**src/rtl/hcg_pkg.sv**
```systemverilog
package hcg_pkg;

    localparam int HOST_AW = 7;
    localparam int HOST_DW = 32;
    localparam int CORE_AW = 5;
    localparam int CORE_DW = 8;

    localparam logic [HOST_AW-1:0] CSR_OFFSET   = 7'h38;
    localparam int                 IRQ_EN_BIT   = 13;
    localparam int                 IRQ_LIVE_BIT = 23;
    localparam logic [HOST_AW-1:0] CORE_LIMIT   = 7'h20;
    localparam logic [HOST_AW-1:0] VER_OFFSET   = 7'h07;

    typedef enum logic [1:0] {
        WIN_NONE   = 2'd0,
        WIN_BRIDGE = 2'd1,
        WIN_CORE   = 2'd2,
        WIN_VER    = 2'd3
    } win_e;

    typedef struct packed {
        win_e               win;
        logic               rd;
        logic               wr;
        logic [HOST_AW-1:0] off;
        logic [HOST_DW-1:0] wdata;
    } host_req_t;

    typedef struct packed {
        logic               valid;
        logic [HOST_DW-1:0] data;
    } rd_ret_t;

    // Bridge select wins over the controller, which wins over version.
    function automatic win_e pick_window(input logic b, input logic c, input logic v);
        if (b)      return WIN_BRIDGE;
        else if (c) return WIN_CORE;
        else if (v) return WIN_VER;
        else        return WIN_NONE;
    endfunction

    function automatic logic [HOST_DW-1:0] overlay_live(input logic [HOST_DW-1:0] stored,
                                                        input logic lvl);
        logic [HOST_DW-1:0] v;
        v = stored;
        v[IRQ_LIVE_BIT] = lvl;
        return v;
    endfunction

    function automatic logic [CORE_DW-1:0] version_byte(input logic [HOST_AW-1:0] off,
                                                        input logic [3:0] num);
        return (off == VER_OFFSET) ? {num, 4'h0} : '0;
    endfunction

endpackage

```
**src/rtl/hcg_bridge_regs.sv**
```systemverilog
module hcg_bridge_regs
    import hcg_pkg::*;
(
    input  logic               clk,
    input  logic               rst,
    input  win_e               win,
    input  logic               wr,
    input  logic [HOST_AW-1:0] off,
    input  logic [HOST_DW-1:0] wdata,
    input  logic               irq_lvl,
    output logic [HOST_DW-1:0] csr_q,
    output logic [HOST_DW-1:0] rd_word,
    output logic               irq_q
);

    logic               hit_csr;
    logic [HOST_DW-1:0] csr_d;

    always_comb begin
        hit_csr = (win == WIN_BRIDGE) && (off == CSR_OFFSET);
        csr_d   = (hit_csr && wr) ? wdata : csr_q;
        rd_word = hit_csr ? overlay_live(csr_q, irq_lvl) : '0;
    end

    // The gate uses the enable as it stands after this edge, so a write
    // that flips the enable moves the line on the same edge.
    always_ff @(posedge clk) begin
        if (rst) begin
            csr_q <= '0;
            irq_q <= 1'b0;
        end else begin
            csr_q <= csr_d;
            irq_q <= irq_lvl & csr_d[IRQ_EN_BIT];
        end
    end

endmodule

```
**src/rtl/hcg_core_port.sv**
```systemverilog
module hcg_core_port
    import hcg_pkg::*;
(
    input  logic               clk,
    input  logic               rst,
    input  win_e               win,
    input  logic               rd,
    input  logic               wr,
    input  logic [HOST_AW-1:0] off,
    input  logic [CORE_DW-1:0] wbyte,
    output logic [CORE_AW-1:0] core_addr,
    output logic [CORE_DW-1:0] core_wdata,
    output logic               core_wr,
    output logic               core_rd,
    output logic               fwd_hit,
    output logic               pend_q
);

    always_comb begin
        fwd_hit    = (win == WIN_CORE) && (off < CORE_LIMIT);
        core_addr  = off[CORE_AW-1:0];
        core_wdata = wbyte;
        core_wr    = fwd_hit && wr;
        core_rd    = fwd_hit && rd;
    end

    always_ff @(posedge clk) begin
        if (rst) pend_q <= 1'b0;
        else     pend_q <= core_rd;
    end

endmodule

```
**src/rtl/hcg_ver_win.sv**
```systemverilog
module hcg_ver_win
    import hcg_pkg::*;
#(
    parameter logic [3:0] VER_NUMBER = 4'd13
) (
    input  win_e               win,
    input  logic [HOST_AW-1:0] off,
    output logic [CORE_DW-1:0] rd_byte
);

    always_comb begin
        rd_byte = (win == WIN_VER) ? version_byte(off, VER_NUMBER) : '0;
    end

endmodule

```
**src/rtl/hcg_read_ret.sv**
```systemverilog
module hcg_read_ret
    import hcg_pkg::*;
(
    input  logic               clk,
    input  logic               rst,
    input  win_e               win,
    input  logic               rd,
    input  logic               fwd_hit,
    input  logic               pend,
    input  logic [HOST_DW-1:0] bridge_word,
    input  logic [CORE_DW-1:0] ver_byte,
    input  logic [CORE_DW-1:0] core_byte,
    output rd_ret_t            ret_q
);

    rd_ret_t ret_d;

    always_comb begin
        ret_d.valid = 1'b0;
        ret_d.data  = ret_q.data;
        if (pend) begin
            ret_d.valid = 1'b1;
            ret_d.data  = {{(HOST_DW-CORE_DW){1'b0}}, core_byte};
        end else if (rd) begin
            unique case (win)
                WIN_BRIDGE: begin
                    ret_d.valid = 1'b1;
                    ret_d.data  = bridge_word;
                end
                WIN_VER: begin
                    ret_d.valid = 1'b1;
                    ret_d.data  = {{(HOST_DW-CORE_DW){1'b0}}, ver_byte};
                end
                WIN_CORE: begin
                    if (!fwd_hit) begin
                        ret_d.valid = 1'b1;
                        ret_d.data  = '0;
                    end
                end
                default: ;
            endcase
        end
    end

    always_ff @(posedge clk) begin
        if (rst) ret_q <= '0;
        else     ret_q <= ret_d;
    end

endmodule

```
**src/rtl/hostcan_glue.sv**
```systemverilog
module hostcan_glue
    import hcg_pkg::*;
#(
    parameter logic [3:0] VER_NUMBER = 4'd13
) (
    input  logic               clk,
    input  logic               rst,
    input  logic               host_sel_bridge,
    input  logic               host_sel_core,
    input  logic               host_sel_ver,
    input  logic [HOST_AW-1:0] host_addr,
    input  logic [HOST_DW-1:0] host_wdata,
    input  logic               host_wr,
    input  logic               host_rd,
    output logic [HOST_DW-1:0] host_rdata,
    output logic               host_rvalid,
    output logic               host_irq,
    output logic [CORE_AW-1:0] core_addr,
    output logic [CORE_DW-1:0] core_wdata,
    output logic               core_wr,
    output logic               core_rd,
    input  logic [CORE_DW-1:0] core_rdata,
    input  logic               core_irq_lvl
);

    host_req_t          req;
    logic [HOST_DW-1:0] csr_q;
    logic [HOST_DW-1:0] bridge_word;
    logic [CORE_DW-1:0] ver_byte;
    logic               fwd_hit;
    logic               pend_q;
    rd_ret_t            ret_q;

    always_comb begin
        req.win   = pick_window(host_sel_bridge, host_sel_core, host_sel_ver);
        req.rd    = host_rd;
        req.wr    = host_wr;
        req.off   = host_addr;
        req.wdata = host_wdata;
    end

    hcg_bridge_regs u_bridge (
        .clk     (clk),
        .rst     (rst),
        .win     (req.win),
        .wr      (req.wr),
        .off     (req.off),
        .wdata   (req.wdata),
        .irq_lvl (core_irq_lvl),
        .csr_q   (csr_q),
        .rd_word (bridge_word),
        .irq_q   (host_irq)
    );

    hcg_core_port u_core (
        .clk        (clk),
        .rst        (rst),
        .win        (req.win),
        .rd         (req.rd),
        .wr         (req.wr),
        .off        (req.off),
        .wbyte      (req.wdata[CORE_DW-1:0]),
        .core_addr  (core_addr),
        .core_wdata (core_wdata),
        .core_wr    (core_wr),
        .core_rd    (core_rd),
        .fwd_hit    (fwd_hit),
        .pend_q     (pend_q)
    );

    hcg_ver_win #(.VER_NUMBER(VER_NUMBER)) u_ver (
        .win     (req.win),
        .off     (req.off),
        .rd_byte (ver_byte)
    );

    hcg_read_ret u_ret (
        .clk         (clk),
        .rst         (rst),
        .win         (req.win),
        .rd          (req.rd),
        .fwd_hit     (fwd_hit),
        .pend        (pend_q),
        .bridge_word (bridge_word),
        .ver_byte    (ver_byte),
        .core_byte   (core_rdata),
        .ret_q       (ret_q)
    );

    assign host_rdata  = ret_q.data;
    assign host_rvalid = ret_q.valid;

endmodule

```
**config.mk**
```make
export PLATFORM = sky130hd
export DESIGN_NAME = hostcan_glue
export DESIGN_NICKNAME = d
export VERILOG_FILES = /design/src/rtl/hcg_pkg.sv /design/src/rtl/hcg_bridge_regs.sv /design/src/rtl/hcg_core_port.sv /design/src/rtl/hcg_ver_win.sv /design/src/rtl/hcg_read_ret.sv /design/src/rtl/hostcan_glue.sv
export SDC_FILE = /design/constraint.sdc
export NUM_CORES = 1
export LEC_CHECK = 0
export BUFFER_PORTS_ARGS = -buffer_cell sky130_fd_sc_hd__buf_2
export CAP_MARGIN = 20
export CORE_MARGIN = 2
export CORE_UTILIZATION = 30
export CTS_BUF_LIST = sky130_fd_sc_hd__clkbuf_4
export DETAILED_ROUTE_END_ITERATION = 12
export PLACE_DENSITY = 0.54
export SLEW_MARGIN = 5
export SYNTH_ARGS = -nofsm -noshare
export SYNTH_HDL_FRONTEND = slang
export SYNTH_HIERARCHICAL = 1
export SYNTH_SLANG_ARGS = --single-unit
```
**constraint.sdc**
```tcl
create_clock -name clk -period 2.4 [get_ports clk]
set_clock_uncertainty 0.05 [all_clocks]
set_input_delay 0.12 -clock clk [delete_from_list [all_inputs] [get_ports clk]]
set_output_delay 0.12 -clock clk [all_outputs]
set_load 0.01 [all_outputs]
```
* After elaboration in Yosys (flattened, before gate mapping)
Cells that the tools add are included.
Word-level totals: flip-flop bits (word level) 67, bits of input ports 55, output and inout port bits 49, logic and storage cells 37
Operators by class: order comparisons 1, equal/unequal tests 7, muxes and demuxes 10, bitwise gates (word level) 1, reductions and logical operators 11
Operator list (count):
- 2-to-1 mux 33 bit | 3
- one-hot mux 33 bit (3 select lines) | 1
- 2-to-1 mux 32 bit | 1
- 2-to-1 mux 14 bit | 1
- 2-to-1 mux 8 bit | 1
- == test 7 x 3 -> 1 bit (second input constant) | 1
- == test 7 x 6 -> 1 bit (second input constant) | 1
- < comparator 7 x 6 -> 1 bit (second input constant) | 1
- 2-to-1 mux 2 bit | 3
- AND reduction 3 bit | 2
- logical AND 1 bit | 5
- == test 2 bit (second input constant) | 2
- nonzero test 4 bit | 1
- != test 3 bit (second input constant) | 1
- nonzero test 3 bit | 1
- == test 2 x 1 -> 1 bit (second input constant) | 1
- != test 2 bit (second input constant) | 1
- nonzero test 2 bit | 1
- OR reduction 2 bit | 1
- AND 1 bit | 1

* Logic depth before layout (Yosys ltp)
depth after elaboration 9, mapped depth 11, depth with buffers taken out 9

* Modules after synthesis
The synthesis kept the hierarchy.
By module, submodules not included:
- hcg_bridge_regs | instances 1, cells an instance 201, area an instance 1719.1 um^2, sequential area each 660.6 um^2
- hcg_read_ret | instances 1, cells an instance 163, area an instance 1574.0 um^2, sequential area each 660.6 um^2
- hcg_core_port | instances 1, cells an instance 18, area an instance 165.2 um^2, sequential area each 20.0 um^2
- hcg_ver_win | instances 1, cells an instance 12, area an instance 86.3 um^2, sequential area each 0.0 um^2
- hostcan_glue | instances 1, cells an instance 4, area an instance 18.8 um^2, sequential area each 0.0 um^2

* Worst setup path before layout
No wires, ideal clock.
kind in2reg, start input host_sel_core, end register, netlist name u_ret/ret_q[1], data arrival time 1.672 ns, required time 2.230 ns, slack 0.558 ns, stages on the path 10, cells stage by stage inv_1 a21o_1 and4bb_1 buf_2 and4_4 buf_6 and2_1 mux2_2 a22oi_1 a21oi_1
RTL lines:
- from (decl) | line hostcan_glue.sv:9 | input logic host_sel_core,

==> key figures <==
Outcome
  – Status: finished clean

Floorplan
  – Cell row count: 39
  – Starting Density: between 30% and 40%
  – Core footprint: roughly 11000 um2
  – Chip height: around 110 um
  – Die Wd: 112 um
  – Die ar.: between 10000 and 15000 um2
  – I/O pin count: approximately 100

Critical path
  – Worst path slowest cell: and4_4
  – Crit-path cells: buf_2 > inv_1 > a21o_1 > and4bb_1 > and4_4 > and2_1 > mux2i_1 > nor2_1 > a211oi_1 > nor3_1
  – Setup Crit Path Kind: primary input to flip-flop
  – Reg-to-reg startpoint: u_core/pend_q
  – Top delay family on crit path: simple AND/OR/NAND/NOR gates
  – Worst R2R End: u_ret/ret_q[8]
  – Req. time, crit path: 2.70 ns
  – CP Launch Point: host_sel_core
  – CP endpoint kind: flip-flop
  – Bufs and invs on worst path: 2
  – Startpoint Class: primary input
  – Critical Path Fanout Max: 32
  – Worst path max stage delay: around 0.43 ns
  – R2r setup slk: ~0.95 ns
  – CP arrival: approximately 1.9 ns
  – Worst Reg2Reg Path Length in Cells: 3

Run
  – # Max-Cap Violations: 0

Synthesis
  – Synthesized instance count: 394
  – Mean Syn Cell Area: between 8 and 9 um2
  – Synth warnings: 6
  – Cell Area, Synth: 3520 um2

Detailed routing
  – Via density: slightly below 5
  – Detailed Routing Iterations Pass 1: 4
  – WL/cell: between 15 and 20 um
  – First DRT Iteration DRCs: 122
  – Post-Route WL: ~10000 um
  – Final ANT Viol Nets: 0
  – Via count: 3223
  – DRC: 0

Clocking
  – Worst-Skew Late Latency: between 0.4 and 0.5 ns
  – CTS Buf Count: 9
  – Reg clk slew, reported paths: between 0.1 and 0.15 ns
  – Clock root buffer: clkbuf_4
  – Clk sink count: between 60 and 70
  – TritonCTS clock tree: built
  – H-tree levels: 3
  – Clk buf depth: 2

Power
  – NetSw: around 570 uW
  – Worst VDD drop: between 0.2 and 0.25 mV
  – Part of the power in registers: a little over half
  – Pwr per Cell Area: between 400 and 500 nW/um2
  – Comb pwr share: about 14%
  – Clock Power Share: 33.4%
  – Lkg Pwr: ~1.7 nW
  – Internal Power: about 1.5 mW
  – Pwr Total: between 2 and 2.5 mW
  – Sw Share: 27.0%

Global route
  – GRT Overall Usage: 15.7%
  – Antenna violations before repair: 1
  – GR Overflow Total: 0
  – Largest net degree at the start of global routing: 33
  – First-pass GRT wire length: around 16000 um
  – Vias in the first global route: 3127

STA
  – Final Max Tran Viols: 0
  – Slew margin rel.: about 65%
  – Crit share post-route: between 60% and 70%
  – Setup_tns: 0 ns
  – Setup violators final: 0
  – Final hold violations: 0
  – RSZ-0062 raised after global routing: false
  – Slew @ Worst Pin: about 0.53 ns
  – Final worst slack: roughly 0.8 ns
  – Min Tclk post-route: between 1.5 and 2 ns
  – Worst hold margin: between 0.03 and 0.04 ns
  – Fmax: about 620 MHz

Worst hold path
  – Hold path depth: 3
  – WHS Endpoint: u_core/pend_q
  – Hold WC Path Type: primary input to flip-flop
  – Hold Startpoint: host_addr[5]

Final layout
  – Post-layout util: 39.2%
  – Most common cell after layout, fill and taps aside: buf_2
  – Area delta synth->final: 26.9%
  – Most frequent cells in the layout: buf_2, dfxtp_1, dlygate4sd3_1, a21oi_1, and2_1
  – Final Cell Area: approximately 4500 um2
  – Fin nets: 556
  – Filler instances: 1198
  – Ratio of cells with drive above 1 in the final layout: 35.8%
  – Non-Filler Instances: approximately 650

Placed design
  – Post-Place Cells: just under 600
  – PortBufs: roughly 100
  – Setup WS pre-CTS: around 0.34 ns
  – Routability-driven placement congestion ratio: approximately 0.80
  – Placed inst area: between 3000 and 4000 um2
  – Hpwl dp: roughly 6500 um
==> per-layer routing <==
| layer | part of all wire, % | wire length, um | vias up | global-route usage, % |
|---|---|---|---|---|
| met5 | 0 | 0 | - | 0 |
| li1 | - | - | 1604 | - |
| met2 | 47 | 4680 | 84 | 26.1 |
| met3 | 4.3 | 429 | 19 | 3.89 |
| met1 | 46 | 4610 | 1516 | 19.5 |
| met4 | 2.3 | 233 | 0 | 6.50 |
==> registers in the layout (all words and copies together), names as in the netlist <==
signal and cells:
u_bridge/csr_q 31, u_core/pend_q 1, u_ret/ret_q 33, u_bridge/irq_q 1
==> worst register-to-register path: cells and delay by family (launching register included) <==
kind / cells / cell delay [ns]
AOI/OAI and AO/OA: 1 / 0.08
DFF: 1 / 0.67
buffers and inverters: 1 / 0.36
and+or+nand+nor: 1 / 0.18
==> what timing repair did <==
| item | CTS | global route |
|---|---|---|
| resized for setup | 0 | 0 |
| endpoints found under the setup margin | 0 | 0 |
| endpoints found under the hold margin | 41 | 0 |
| setup buffers | 0 | 0 |
| hold buffers | 41 | 0 |
==> final cells by class <==
cell class | count | area [um2] | share of cell area (%)
Multi-Input combinational cell | 268 | 1820 | 40.7
Sequential cell | 66 | 1320 | 29.5
Timing Repair Buffer | 155 | 1020 | 22.9
Tap cell | 143 | 179 | 4.00
Clock buffer | 10 | 75.1 | 1.68
Clock inverter | 5 | 46.3 | 1.03
Inverter | 1 | 3.75 | 0.0839
Antenna cell | 1 | 2.50 | 0.0559
==> worst max-delay path by stage <==
stage                     cells after the start         endpoint
after floorplan                              10   u_ret/ret_q[1]
after global placement                        9  u_ret/ret_q[19]
after detailed placement                      9  u_ret/ret_q[11]
after CTS                                     9  u_ret/ret_q[18]
after global routing                         10   u_ret/ret_q[7]
final                                        10   u_ret/ret_q[7]
==> power groups by stage <==
stage | Combinational (mW) | Clock (mW) | Sequential, mW
6_report | 0.302 | 0.703 | 1.10
5_1_grt | 0.329 | 0.779 | 1.10
4_1_cts | 0.305 | 0.734 | 1.10
3_5_place_dp | 0.253 | 0 | 1.13
3_3_place_gp | 0.250 | 0 | 1.13
2_1_floorplan | 0.168 | 0 | 1.13
(Power assumes the default switching activity.)
